File: config.mk
export PLATFORM = sky130hd
export DESIGN_NAME = bx_alu_stage
export DESIGN_NICKNAME = d
export VERILOG_FILES = /design/src/rtl/bx_pkg.sv /design/src/rtl/bx_operand_sel.sv /design/src/rtl/bx_adder.sv /design/src/rtl/bx_shifter.sv /design/src/rtl/bx_logic.sv /design/src/rtl/bx_alu_stage.sv
export SDC_FILE = /design/constraint.sdc
export NUM_CORES = 1
export LEC_CHECK = 0
export ABC_CLOCK_PERIOD_IN_PS = 14900
export BUFFER_PORTS_ARGS = -buffer_cell sky130_fd_sc_hd__buf_2
export CAP_MARGIN = 20
export CORE_ASPECT_RATIO = 1.75
export CORE_MARGIN = 10
export CORE_UTILIZATION = 45
export DETAILED_ROUTE_END_ITERATION = 7
export GPL_TIMING_DRIVEN = 0
export HOLD_SLACK_MARGIN = 0.02
export PLACE_DENSITY = 0.71
export SETUP_SLACK_MARGIN = 0.3
export SLEW_MARGIN = 30
export SYNTH_ARGS = -nofsm -noshare
export SYNTH_HDL_FRONTEND = slang
export SYNTH_SLANG_ARGS = --single-unit
File: constraint.sdc
create_clock -name clk -period 14.9 [get_ports clk]
set_clock_uncertainty 0.1 [all_clocks]
set_input_delay 2.98 -clock clk [delete_from_list [all_inputs] [get_ports clk]]
set_output_delay 2.98 -clock clk [all_outputs]
set_load 0.02 [all_outputs]
File: src/rtl/bx_pkg.sv
package bx_pkg;
   localparam int NUM_UNITS = 3;

   typedef enum logic [1:0] {
      UNIT_ADD  = 2'd0,
      UNIT_SHF  = 2'd1,
      UNIT_LOG  = 2'd2,
      UNIT_IDLE = 2'd3
   } unit_e;

   localparam logic [1:0] ADD_AB  = 2'd0;
   localparam logic [1:0] SUB_AB  = 2'd1;
   localparam logic [1:0] SUB_BA  = 2'd2;
   localparam logic [1:0] ADD_AB1 = 2'd3;

   localparam logic [1:0] SHF_SLL = 2'd0;
   localparam logic [1:0] SHF_SRL = 2'd1;
   localparam logic [1:0] SHF_SRA = 2'd2;
   localparam logic [1:0] SHF_ROL = 2'd3;

   localparam logic [1:0] LOG_AND = 2'd0;
   localparam logic [1:0] LOG_OR  = 2'd1;
   localparam logic [1:0] LOG_XOR = 2'd2;
   localparam logic [1:0] LOG_NOR = 2'd3;
endpackage

File: src/rtl/bx_operand_sel.sv
module bx_operand_sel #(
   parameter int DATA_W    = 16,
   parameter int REG_COUNT = 8,
   parameter int NUM_BYP   = 3,
   localparam int IDX_W    = $clog2(REG_COUNT)
) (
   input  logic [IDX_W:0]                     sel,
   input  logic [REG_COUNT-1:0][DATA_W-1:0]   rf,
   input  logic [NUM_BYP-1:0][DATA_W-1:0]     byp,
   output logic [DATA_W-1:0]                  val
);
   // four bypass slots addressed by two bits; absent units read zero
   logic [3:0][DATA_W-1:0] byp_ext;

   for (genvar k = 0; k < 4; k++) begin : g_slot
      if (k < NUM_BYP) begin : g_live
         assign byp_ext[k] = byp[k];
      end else begin : g_zero
         assign byp_ext[k] = '0;
      end
   end

   always_comb begin
      if (sel[IDX_W]) val = byp_ext[sel[1:0]];
      else            val = rf[sel[IDX_W-1:0]];
   end
endmodule

File: src/rtl/bx_adder.sv
module bx_adder
   import bx_pkg::*;
#(
   parameter int DATA_W = 16
) (
   input  logic [1:0]        code,
   input  logic [DATA_W-1:0] a,
   input  logic [DATA_W-1:0] b,
   output logic [DATA_W-1:0] y
);
   always_comb begin
      unique case (code)
         ADD_AB:  y = a + b;
         SUB_AB:  y = a - b;
         SUB_BA:  y = b - a;
         default: y = a + b + DATA_W'(1);
      endcase
   end
endmodule

File: src/rtl/bx_shifter.sv
module bx_shifter
   import bx_pkg::*;
#(
   parameter int DATA_W       = 16,
   parameter bit SHIFT_STAGED = 1'b1,
   localparam int SH_W        = $clog2(DATA_W)
) (
   input  logic [1:0]        code,
   input  logic [DATA_W-1:0] a,
   input  logic [SH_W-1:0]   amt,
   output logic [DATA_W-1:0] y
);
   if (SHIFT_STAGED) begin : g_staged
      // one conditional stage per amount bit, stage s moves by 2**s
      always_comb begin
         logic [DATA_W-1:0] st;
         st = a;
         for (int s = 0; s < SH_W; s++) begin
            if (amt[s]) begin
               unique case (code)
                  SHF_SLL: st = st << (1 << s);
                  SHF_SRL: st = st >> (1 << s);
                  SHF_SRA: st = $unsigned($signed(st) >>> (1 << s));
                  default: st = (st << (1 << s)) | (st >> (DATA_W - (1 << s)));
               endcase
            end
         end
         y = st;
      end
   end else begin : g_direct
      always_comb begin
         unique case (code)
            SHF_SLL: y = a << amt;
            SHF_SRL: y = a >> amt;
            SHF_SRA: y = $unsigned($signed(a) >>> amt);
            default: y = (amt == '0) ? a
                         : ((a << amt) | (a >> (DATA_W - int'(amt))));
         endcase
      end
   end

   always_comb begin
      if (amt == '0) assert_zero_shift_R3: assert (y == a);
   end
endmodule

File: src/rtl/bx_logic.sv
module bx_logic
   import bx_pkg::*;
#(
   parameter int DATA_W = 16
) (
   input  logic [1:0]        code,
   input  logic [DATA_W-1:0] a,
   input  logic [DATA_W-1:0] b,
   output logic [DATA_W-1:0] y
);
   always_comb begin
      unique case (code)
         LOG_AND: y = a & b;
         LOG_OR:  y = a | b;
         LOG_XOR: y = a ^ b;
         default: y = ~(a | b);
      endcase
   end
endmodule

File: src/rtl/bx_alu_stage.sv
module bx_alu_stage
   import bx_pkg::*;
#(
   parameter int DATA_W       = 16,
   parameter int REG_COUNT    = 8,
   parameter bit SHIFT_STAGED = 1'b1,
   localparam int IDX_W       = $clog2(REG_COUNT),
   localparam int SEL_W       = IDX_W + 1
) (
   input  logic              clk,
   input  logic              rst,
   input  logic              op_valid,
   input  logic [1:0]        op_unit,
   input  logic [1:0]        op_code,
   input  logic [IDX_W-1:0]  op_dst,
   input  logic [SEL_W-1:0]  op_src_a,
   input  logic [SEL_W-1:0]  op_src_b,
   output logic              res_valid,
   output logic [DATA_W-1:0] res_data
);
   localparam int SH_W = $clog2(DATA_W);

   if (DATA_W < 4 || (DATA_W & (DATA_W - 1)) != 0) begin : g_bad_width
      $error("bx_alu_stage: DATA_W must be a power of two of at least 4");
   end
   if (REG_COUNT < 4 || (REG_COUNT & (REG_COUNT - 1)) != 0) begin : g_bad_depth
      $error("bx_alu_stage: REG_COUNT must be a power of two of at least 4");
   end

   logic [REG_COUNT-1:0][DATA_W-1:0] rf;
   logic [NUM_UNITS-1:0][DATA_W-1:0] byp;
   logic                             wb_vld;
   logic [IDX_W-1:0]                 wb_idx;
   logic [DATA_W-1:0]                wb_data;

   logic              issue;
   logic [DATA_W-1:0] opa, opb, y_add, y_shf, y_log, y_sel;

   assign issue = op_valid && (unit_e'(op_unit) != UNIT_IDLE);

   bx_operand_sel #(.DATA_W(DATA_W), .REG_COUNT(REG_COUNT), .NUM_BYP(NUM_UNITS)) u_sel_a (
      .sel(op_src_a), .rf(rf), .byp(byp), .val(opa));
   bx_operand_sel #(.DATA_W(DATA_W), .REG_COUNT(REG_COUNT), .NUM_BYP(NUM_UNITS)) u_sel_b (
      .sel(op_src_b), .rf(rf), .byp(byp), .val(opb));

   bx_adder #(.DATA_W(DATA_W)) u_add (
      .code(op_code), .a(opa), .b(opb), .y(y_add));
   bx_shifter #(.DATA_W(DATA_W), .SHIFT_STAGED(SHIFT_STAGED)) u_shf (
      .code(op_code), .a(opa), .amt(opb[SH_W-1:0]), .y(y_shf));
   bx_logic #(.DATA_W(DATA_W)) u_log (
      .code(op_code), .a(opa), .b(opb), .y(y_log));

   always_comb begin
      unique case (unit_e'(op_unit))
         UNIT_ADD: y_sel = y_add;
         UNIT_SHF: y_sel = y_shf;
         default:  y_sel = y_log;
      endcase
   end

   // bypass registers, pending write-back slot and result port
   always_ff @(posedge clk) begin
      if (rst) begin
         byp       <= '0;
         wb_vld    <= 1'b0;
         wb_idx    <= '0;
         wb_data   <= '0;
         res_valid <= 1'b0;
         res_data  <= '0;
      end else begin
         for (int u = 0; u < NUM_UNITS; u++) begin
            if (issue && op_unit == 2'(u)) byp[u] <= y_sel;
         end
         wb_vld    <= issue;
         res_valid <= issue;
         if (issue) begin
            wb_idx   <= op_dst;
            wb_data  <= y_sel;
            res_data <= y_sel;
         end
      end
   end

   // register file: commits the slot one cycle after issue
   always_ff @(posedge clk) begin
      if (rst)         rf <= '0;
      else if (wb_vld) rf[wb_idx] <= wb_data;
   end

   assert_rst_clear_R1: assert property (@(posedge clk)
      rst |=> (rf == '0 && byp == '0 && !wb_vld && !res_valid));

   assert_res_issue_R6: assert property (@(posedge clk) disable iff (rst)
      issue |=> res_valid);
   assert_res_quiet_R6: assert property (@(posedge clk) disable iff (rst)
      !issue |=> !res_valid);

   assert_wb_commit_R8: assert property (@(posedge clk) disable iff (rst)
      wb_vld |=> rf[$past(wb_idx)] == $past(wb_data));

   assert_wb_follow_R9: assert property (@(posedge clk) disable iff (rst)
      issue |=> (wb_vld && wb_idx == $past(op_dst)));

   for (genvar u = 0; u < NUM_UNITS; u++) begin : g_hold
      assert_byp_hold_R7: assert property (@(posedge clk) disable iff (rst)
         !(issue && op_unit == 2'(u)) |=> $stable(byp[u]));
   end
endmodule

# Yosys cells after proc, flatten, opt, wreduce, memory -nomap -nowiden
# Cells that the tools add are included.
# op_classes
n_reduce_logical	7
bitwise_logic	8
order_cmp	6
muxes	24
n_addsub	4
n_eq_ne	5
# ops
op	n
16-bit one-hot mux with 3 select lines	6
16-bit two-way mux	11
128-bit bitwise mux	1
16-bit binary-select mux with 3-bit select	2
16-bit binary-select mux with 2-bit select	2
16-bit demux with 3-bit select	1
16-bit one-hot mux with 2 select lines	1
16-bit subtractor	2
16-bit by 1-bit adder with 16-bit output (second input constant)	1
16-bit adder	1
16-bit bitwise AND	1
16-bit NOT	1
16-bit by 1-bit bitwise OR with 16-bit output	1
16-bit bitwise OR	1
16-bit by 2-bit bitwise OR with 16-bit output	1
16-bit by 4-bit bitwise OR with 16-bit output	1
16-bit by 8-bit bitwise OR with 16-bit output	1
16-bit bitwise XOR	1
3-bit by 4-bit < comparator with 1-bit output (second input constant)	3
2-bit by 3-bit < comparator with 1-bit output (second input constant)	2
1-bit logical AND	5
2-bit by 1-bit equality test with 1-bit output (second input constant)	2
2-bit equality test (second input constant)	2
2-bit logical NOT	2
2 further kinds	2
# word_totals
output_inout_bits	17
elab_cells	68
input_bits	18
ff_bits	196

# Longest topological paths before layout
# Gate-level depths: netlist of run 1.
# logic_depth
word_depth	16
ltp_mapped	21
mapped_depth_nobuf	17

# By module
# Synthesis of run 1 repeated with hierarchy kept, for this count alone.
# hier_totals
cells_unflattened	2178
area_unflattened_um2	16973.8
# by_module_without_submodules
mod	area_per_inst_um2	n_inst	seq_area_each_um2	cells_per_inst
bx_alu_stage	7470.9	1	3923.8	906
bx_operand_sel	1614.0	2	0.0	186
bx_adder	3108.0	1	0.0	440
bx_shifter	2042.0	1	0.0	308
bx_logic	1124.8	1	0.0	152

# Worst setup path after synthesis of run 1
# Ideal clock, no wire load.
# synth_timing
path_kind	input port to flip-flop
start	input port op_src_b[0]
end	register wb_data[12]
t_arrival_ns	7.651
t_required_ns	14.664
setup_ns	0.136
cell_stages	20
path_slack_ns	7.013
path_buffers	6
cell_sequence	buf_6 buf_6 buf_1 clkbuf_1 buf_2 mux4_2 mux2i_1 o21a_1 inv_1 ha_1 buf_2 a2111o_1 o211ai_2 nor2_1 a311oi_2 and4bb_1 xnor2_1 mux4_2 a21oi_1 a211oi_1
# synth_between
elab_chain_len	14
word_cells_on_any_way	26
classes_between	add/sub (4); mux (15); bitwise (7)
# synth_lines
item	line	text
start: declaration	bx_alu_stage.sv:17	input logic [SEL_W-1:0] op_src_b,
16-bit binary-select mux with 3-bit select or 16-bit binary-select mux with 2-bit select (tied branches)	bx_operand_sel.sv:25, bx_operand_sel.sv:24	
16-bit two-way mux (on tied branches)	bx_operand_sel.sv:25, bx_operand_sel.sv:24	
16-bit two-way mux (*)	bx_operand_sel.sv:24	if (sel[IDX_W]) val = byp_ext[sel[1:0]];
parallel branches: the longest is 10 deep, another holds 16-bit adder	n/a	
16-bit one-hot mux with 2 select lines (*)	bx_alu_stage.sv:54	unique case (unit_e'(op_unit))
end signal: assignment	bx_alu_stage.sv:78	wb_data <= y_sel;
end: declaration	bx_alu_stage.sv:34	logic [DATA_W-1:0] wb_data;
# Every way passes the cells marked *. The select of a mux whose other input is x is not followed.
# A chain may end at the register's enable or synchronous reset.

# Final worst setup path of run 1
# layout_timing
start	input port op_src_b[0]
end	register wb_data[15]
# Same word-level chain as after synthesis.

==> results by group, run 1 <==
Detailed routing
  – DRC errors left: 0
  – Post-DR vias/cell: between 6 and 7
  – Routed Antenna Nets: 0
  – DR iter-0 viols: 1977
  – DRT Pass-1 Iters: 8
  – Final WL: ~76 mm
  – WL per Instance: 28.8 µm
  – DR vias: approximately 18000

Synth
  – Syn Nets: roughly 2200
  – Yosys reg bits: 196
  – Avg Inst Size Synth: 7.53 µm²
  – Seq/Total Area, Yosys: 24.9%
  – Synth cell types: 98
  – Synth Warn #: 0
  – Syn Inst Count: around 2100
  – Synthesized area: around 16000 µm²
  – Ys flop type: dfxtp_1
  – Post-synth ARST share: 0%
  – Post-synth EDFFs: 0

Floorplan
  – Die W: 162 µm
  – Core Area: roughly 35000 µm²
  – Num rows: 90
  – Die Ht: 268 µm
  – Starting density of the core: approximately 46%
  – Die area: 43300 µm²
  – I/O pin count: 35

Clock network
  – H-tree depth: 4
  – Clock tree buffer depth: 2
  – TritonCTS clock tree: yes
  – Number of buffers created by CTS: 17
  – Clk_lat worst skew: 0.45 ns
  – CTS root buf: clkbuf_16
  – Post-CTS setup buffer count: 0
  – Hold_buf cts: 0
  – Clock sink count: 196
  – Post-CTS sizing: 0
  – CTS clk-pin slew, worst paths: around 0.07 ns

Hold path
  – Hold depth: 2
  – Worst hold path type: flop to flop

STA
  – Slew headroom: 22.7%
  – Final min period: between 9 and 10 ns
  – Final TNS setup: 0 ns
  – Crit share post-route: between 60% and 70%
  – Fin Hold WS: 0.368 ns
  – Final setup viols: 0
  – RSZ-0062 raised after global routing: no
  – Fmax: about 110 MHz
  – Hold Vio Cnt, Final: 0
  – Measured slew at the worst slew-check pin: 1.15 ns
  – Max-slew violations: 0

Pwr
  – Internal power: 893 µW
  – Power share of the combinational group: 33.1%
  – LEAKAGE: 0.00619 µW
  – Maximum VDD drop: 0.0907 mV
  – Sequential Power Share: between 30 and 40%
  – Power density cells: 85.2 nW/µm²
  – Net Sw Power: 559 µW
  – Sw frac: 38.5%
  – Share of power burned in the clock network: 29.5%
  – Total power: between 1000 and 1500 µW

Worst setup path
  – Crit-path max FO: 10
  – Data required time of the worst path: 15.16 ns
  – Crit path DAT: 9.53 ns
  – Crit Path Class: primary input to flop
  – R2R cell count: 16
  – Critical path capture point type: flop
  – Type of origin of the critical path: primary input

Global route
  – Antenna violations before repair: 2
  – Global-route wire length before repair: 109 mm
  – Largest net degree at the start of global routing: 17
  – Total gr overflow: 0
  – Number of global-route vias before repair: 17100
  – GRT Total Usage: 33.6%

Finish
  – Area Overhead vs Synth: 8.00%
  – Layout Cells excl Fill: 2618
  – Nets@finish: 2228
  – Filler cells: between 3000 and 4000
  – Core Util, Final: between 40% and 50%
  – Commonest cells after routing, fill and taps aside: 438 x nand2_1, 250 x a21oi_1, 196 x dfxtp_1
  – Share of cells above drive strength 1: 9.56%
  – Most common cell after layout, fill and taps aside: nand2_1

Place
  – Post-DP HPWL: 59.7 mm
  – # port buffers: 27
  – Dpl cells: about 2600
  – Placer Congestion: 1.06

Outcome
  – Outcome: finished, final reports clean

Job
  – Max-cap violations: 0
cell type report:
class / instances / area [µm²] / area share [%]
diodes: 3 / 7.51 / 0.0440
plain buffers: 169 / 793 / 4.65
clock buffers: 20 / 437 / 2.56
clock inverters: 10 / 77.6 / 0.455
inverters: 62 / 235 / 1.38
multi-input cells: 1671 / 10900 / 63.7
flip-flops and latches: 196 / 3920 / 23.0
well taps: 460 / 576 / 3.38
repair buffers: 27 / 135 / 0.792
per-stage QoR:
step           area [µm²]  worst slack [ns]
2_1_floorplan       15800              7.01
3_3_place_gp        16500              5.29
3_5_place_dp        16500              5.37
4_1_cts             17000              5.81
5_1_grt             17000              5.39
6_report            17100              5.62
logic make-up after synthesis:
logic type	Yosys count	synth area share, %
AND/OR/NAND/NOR	762	21.2
AO/OA/AOI/OAI	652	27.1
buffers and inverters	231	6.51
flip-flops	196	24.9
multiplexers	157	13.1
adder cells (fa/ha/maj)	66	5.37
XOR/XNOR	34	1.89
state kept, by name, indices dropped and copies added (netlist names):
signal   flops
wb_vld       1
wb_idx       3
wb_data     16
rf         128
byp         48
routing by layer:
layer / up-vias / global-route usage [%] / wire (µm)
met4: 2 / 33.8 / 9120
met5: - / 0 / 13
met2: 1150 / 59.8 / 37300
met3: 482 / 5.67 / 5290
li1: 7675 / - / -
met1: 8264 / 31.5 / 23800
Yosys cell counts, drive strengths merged (8+ instances only):
cell / n / share of area [%]
nand3: 50 / 1.6
nand2: 438 / 10
o211ai: 37 / 1.8
nor3: 39 / 1.3
o21ai: 92 / 2.9
a22oi: 40 / 1.9
a21o: 9 / 0.43
o22ai: 10 / 0.48
nor2: 132 / 3.2
mux4: 38 / 5.4
a211oi: 38 / 1.9
ha: 63 / 5.0
a221oi: 15 / 0.95
a21oi: 252 / 8.1
o2bb2ai: 18 / 1.0
a31oi: 24 / 0.99
xnor2: 22 / 1.2
o31ai: 8 / 0.38
nor2b: 18 / 0.71
mux2i: 117 / 7.5
xor2: 12 / 0.67
or2: 9 / 0.36
a311oi: 14 / 0.86
dfxtp: 196 / 25
nand3b: 18 / 0.88
o21a: 23 / 1.1
a32oi: 13 / 0.86
nand2b: 16 / 0.65
inv: 58 / 1.4
buf: 64 / 2.5
clkbuf: 105 / 2.5
worst paths after layout:
kind	endpoint	from	slack [ns]
min	rf[101]	rf[101]	0.37
min reg2reg	rf[101]	rf[101]	0.37
max	wb_data[15]	op_src_b[0]	5.62
max reg2reg	wb_data[11]	byp[33]	9.21
power groups by stage:
stage	logic (µW)	registers (µW)	clock network, µW
after CTS	456	544	426
after detailed placement	454	556	0
after global routing	499	545	443
after floorplan	294	558	0
final	480	544	428
after global placement	453	555	0
critical path, cell delays in order:
cell and delay, ns:
buf_6 0.11, buf_6 0.17, buf_1 0.64, clkbuf_1 0.78, buf_2 0.47, mux4_2 0.38, mux2i_1 0.18, o21a_1 0.26
ha_1 0.27, clkbuf_1 0.23, or4_4 0.62, nor4_2 0.49, o221ai_1 0.37, a31oi_1 0.30, nor4b_1 0.08, a21oi_1 0.16
o2bb2ai_1 0.11, a311oi_1 0.36, o211ai_1 0.22, a311oi_1 0.32
(Power assumes the default switching activity.)
==> run 2, diff against run 1 <==
Settings changed: ABC_CLOCK_PERIOD_IN_PS 14900 to 7840, PLACE_DENSITY 0.71 to 0.73.
Clock period 14.9 ns to 7.84 ns, I/O delays scaled along.
==> run 2 against run 1 <==
  * Sequential cell count did not move
  * Setup slack got worse by 5.0 ns
  * First-iteration DRC count fell by 3.6%
  * Sequential share of layout area fell by 0.11 points
  * Largest cell class unchanged
==> results by group, run 2 (synthesis results as in run 1) <==
Outcome
  – Outcome: finished, final reports clean (unchanged)

Detailed routing
  – DR vias: 17400 (was 17600)
  – DR iter-0 viols: 1906 (was 1977)
  – DRC errors left: 0 (unchanged)
  – Post-DR vias/cell: 6.66 (was 6.71)
  – Final WL: 76.5 mm (was 75.5 mm)
  – Routed Antenna Nets: 0 (unchanged)
  – WL per Instance: 29.2 µm (was 28.8 µm)
  – DRT Pass-1 Iters: 6 (was 8)

Finish
  – Nets@finish: 2228 (unchanged)
  – Most common cell after layout, fill and taps aside: nand2_1 (unchanged)
  – Max reg flops: 128 (unchanged)
  – Area Overhead vs Synth: 8.50% (was 8.00%)
  – Area of the multi-input gates: 10900 µm² (about the same)
  – Biggest register: rf (unchanged)
  – Commonest cells after routing, fill and taps aside: 438 x nand2_1, 250 x a21oi_1, 196 x dfxtp_1 (unchanged)
  – Biggest regs: rf: 128 flops, byp: 48 flops, wb_data: 16 flops (unchanged)
  – Core Util, Final: 49.6% (was 49.3%)
  – Filler cells: 3511 (was 3508)
  – Sequential cell area: 3920 µm² (unchanged)
  – Share of cells above drive strength 1: 9.97% (was 9.56%)

Floorplan
  – Core Area: 34600 µm² (unchanged)
  – Num rows: 90 (unchanged)
  – Die W: 162 µm (unchanged)
  – Starting density of the core: 45.7% (unchanged)
  – Die Ht: 268 µm (unchanged)
  – I/O pin count: 35 (unchanged)
  – Die area: 43300 µm² (unchanged)

STA
  – Hold Vio Cnt, Final: 0 (unchanged)
  – Max-slew violations: 0 (unchanged)
  – Crit share post-route: 92.4%
  – Measured slew at the worst slew-check pin: 1.03 ns (was 1.15 ns)
  – Final min period: 7.24 ns
  – Final setup viols: 0 (unchanged)
  – Fmax: 138 MHz
  – RSZ-0062 raised after global routing: no (unchanged)
  – Slew headroom: 31.2% (was 22.7%)
  – Fin worst setup slack: 0.597 ns (was 5.62 ns)

Clock network
  – CTS root buf: clkbuf_16 (unchanged)
  – Clock sink count: 196 (unchanged)
  – TritonCTS clock tree: yes (unchanged)
  – Clock tree buffer depth: 2 (unchanged)
  – Clk_lat worst skew: 0.46 ns (was 0.45 ns)
  – Post-CTS setup buffer count: 0 (unchanged)
  – Number of buffers created by CTS: 17 (unchanged)
  – CTS clk-pin slew, worst paths: 0.07 ns (about the same)
  – H-tree depth: 4 (unchanged)

Worst setup path
  – Crit-path max FO: 10 (unchanged)
  – Crit Path Class: primary input to flop (unchanged)
  – Critical path capture point type: flop (unchanged)
  – Type of origin of the critical path: primary input (unchanged)
  – Data required time of the worst path: 8.11 ns (was 15.16 ns)
  – Crit path DAT: 7.51 ns (was 9.53 ns)

Place
  – Post-DP HPWL: 60.0 mm (was 59.7 mm)
  – # port buffers: 27 (unchanged)
  – Placer Congestion: 1.11 (was 1.06)
  – Pre-CTS setup slack: -0.386 ns (was 5.37 ns)

Global route
  – Global-route wire length before repair: 111 mm (was 109 mm)
  – Largest net degree at the start of global routing: 17 (unchanged)
  – GRT Total Usage: 34.4% (was 33.6%)
  – Antenna violations before repair: 3 (was 2)
  – Number of global-route vias before repair: 17300 (was 17100)
  – Total gr overflow: 0 (unchanged)

Job
  – Max-cap violations: 0 (unchanged)

Hold path
  – Worst hold path type: flop to flop (unchanged)

Pwr
  – Maximum VDD drop: 0.191 mV (was 0.0907 mV)
  – LEAKAGE: 0.00622 µW (was 0.00619 µW)
  – Power density cells: 166 nW/µm² (was 85.2 nW/µm²)
## run 2: changes by cell type in the layout (fill, tap and decap cells not counted), moves of 2 or more
cell        delta
clkbuf_1       -5
clkbuf_2       +3
bufinv_16      +2
clkinv_4       -2
clkinvlp_4     +2
## run 2: timing repair
action	CTS	global route
pin swaps	0	0
gates resized for setup	2	3
cloned	0	0
endpoints found under the setup margin	6	8
hold buffers	0	0
endpoints found under the hold margin	0	0
## run 2: layout make-up
type | count | share of cell area (%)
antenna | 2 | 0.0292
buffer | 168 | 4.63
clock buffer | 19 | 2.59
clock inverter | 12 | 0.752
inverter | 62 | 1.37
multi-input combinational | 1671 | 63.5
sequential | 196 | 22.9
tap | 460 | 3.36
timing repair buffer | 28 | 0.855
## run 2: final timing paths
kind,from,end,slack [ns],cells past startpoint
setup / recovery,op_src_b[1],wb_data[15],0.60,21
hold / removal,rf[10],rf[10],0.37,2
setup reg to reg,rf[18],wb_data[11],2.27,16
hold reg to reg,rf[10],rf[10],0.37,2
## run 2: worst max-delay path, stage by stage
cell       delay (ns)
buf_2            0.16
buf_4            0.26
buf_2            0.39
clkbuf_2         0.44
buf_2            0.43
mux2i_1          0.12
o21ai_0          0.28
nand2_1          0.10
o21a_1           0.22
ha_1             0.32
clkbuf_1         0.22
or4_4            0.62
nor4_2           0.53
o221ai_2         0.32
a31oi_1          0.29
nor4b_1          0.09
a21oi_1          0.20
o2bb2ai_1        0.10
a311oi_1         0.33
o211ai_1         0.22
a311oi_1         0.31
## run 2: stage by stage
step | TNS (ns) | hold WS (ns) | power (µW) | area (µm²) | cells
floorplan | 0 | 0.343 | 1620 | 15800 | 2098
global placement | -3.10 | 0.352 | 1920 | 16500 | 2585
detailed placement | -1.82 | 0.359 | 1920 | 16500 | 2586
CTS | 0 | 0.369 | 2790 | 17100 | 2617
global route | 0 | 0.389 | 2920 | 17100 | 2617
finish | 0 | 0.370 | 2840 | 17100 | 2618
## run 2: report_power, final
group | switching (µW) | total (µW) | internal [µW]
Sequential | 18.1 | 1040 | 1020
Clock | 406 | 882 | 477
Combinational | 648 | 923 | 275
## run 2: metal layers
layer	global-route usage (%)	share of wire, %	wire length (µm)	vias up
li1	-	-	-	7659
met1	31.5	31	23900	8185
met2	60.7	49	37700	1139
met3	7.89	7.8	6010	454
met4	33.8	12	8980	2
met5	0	0.017	13	-
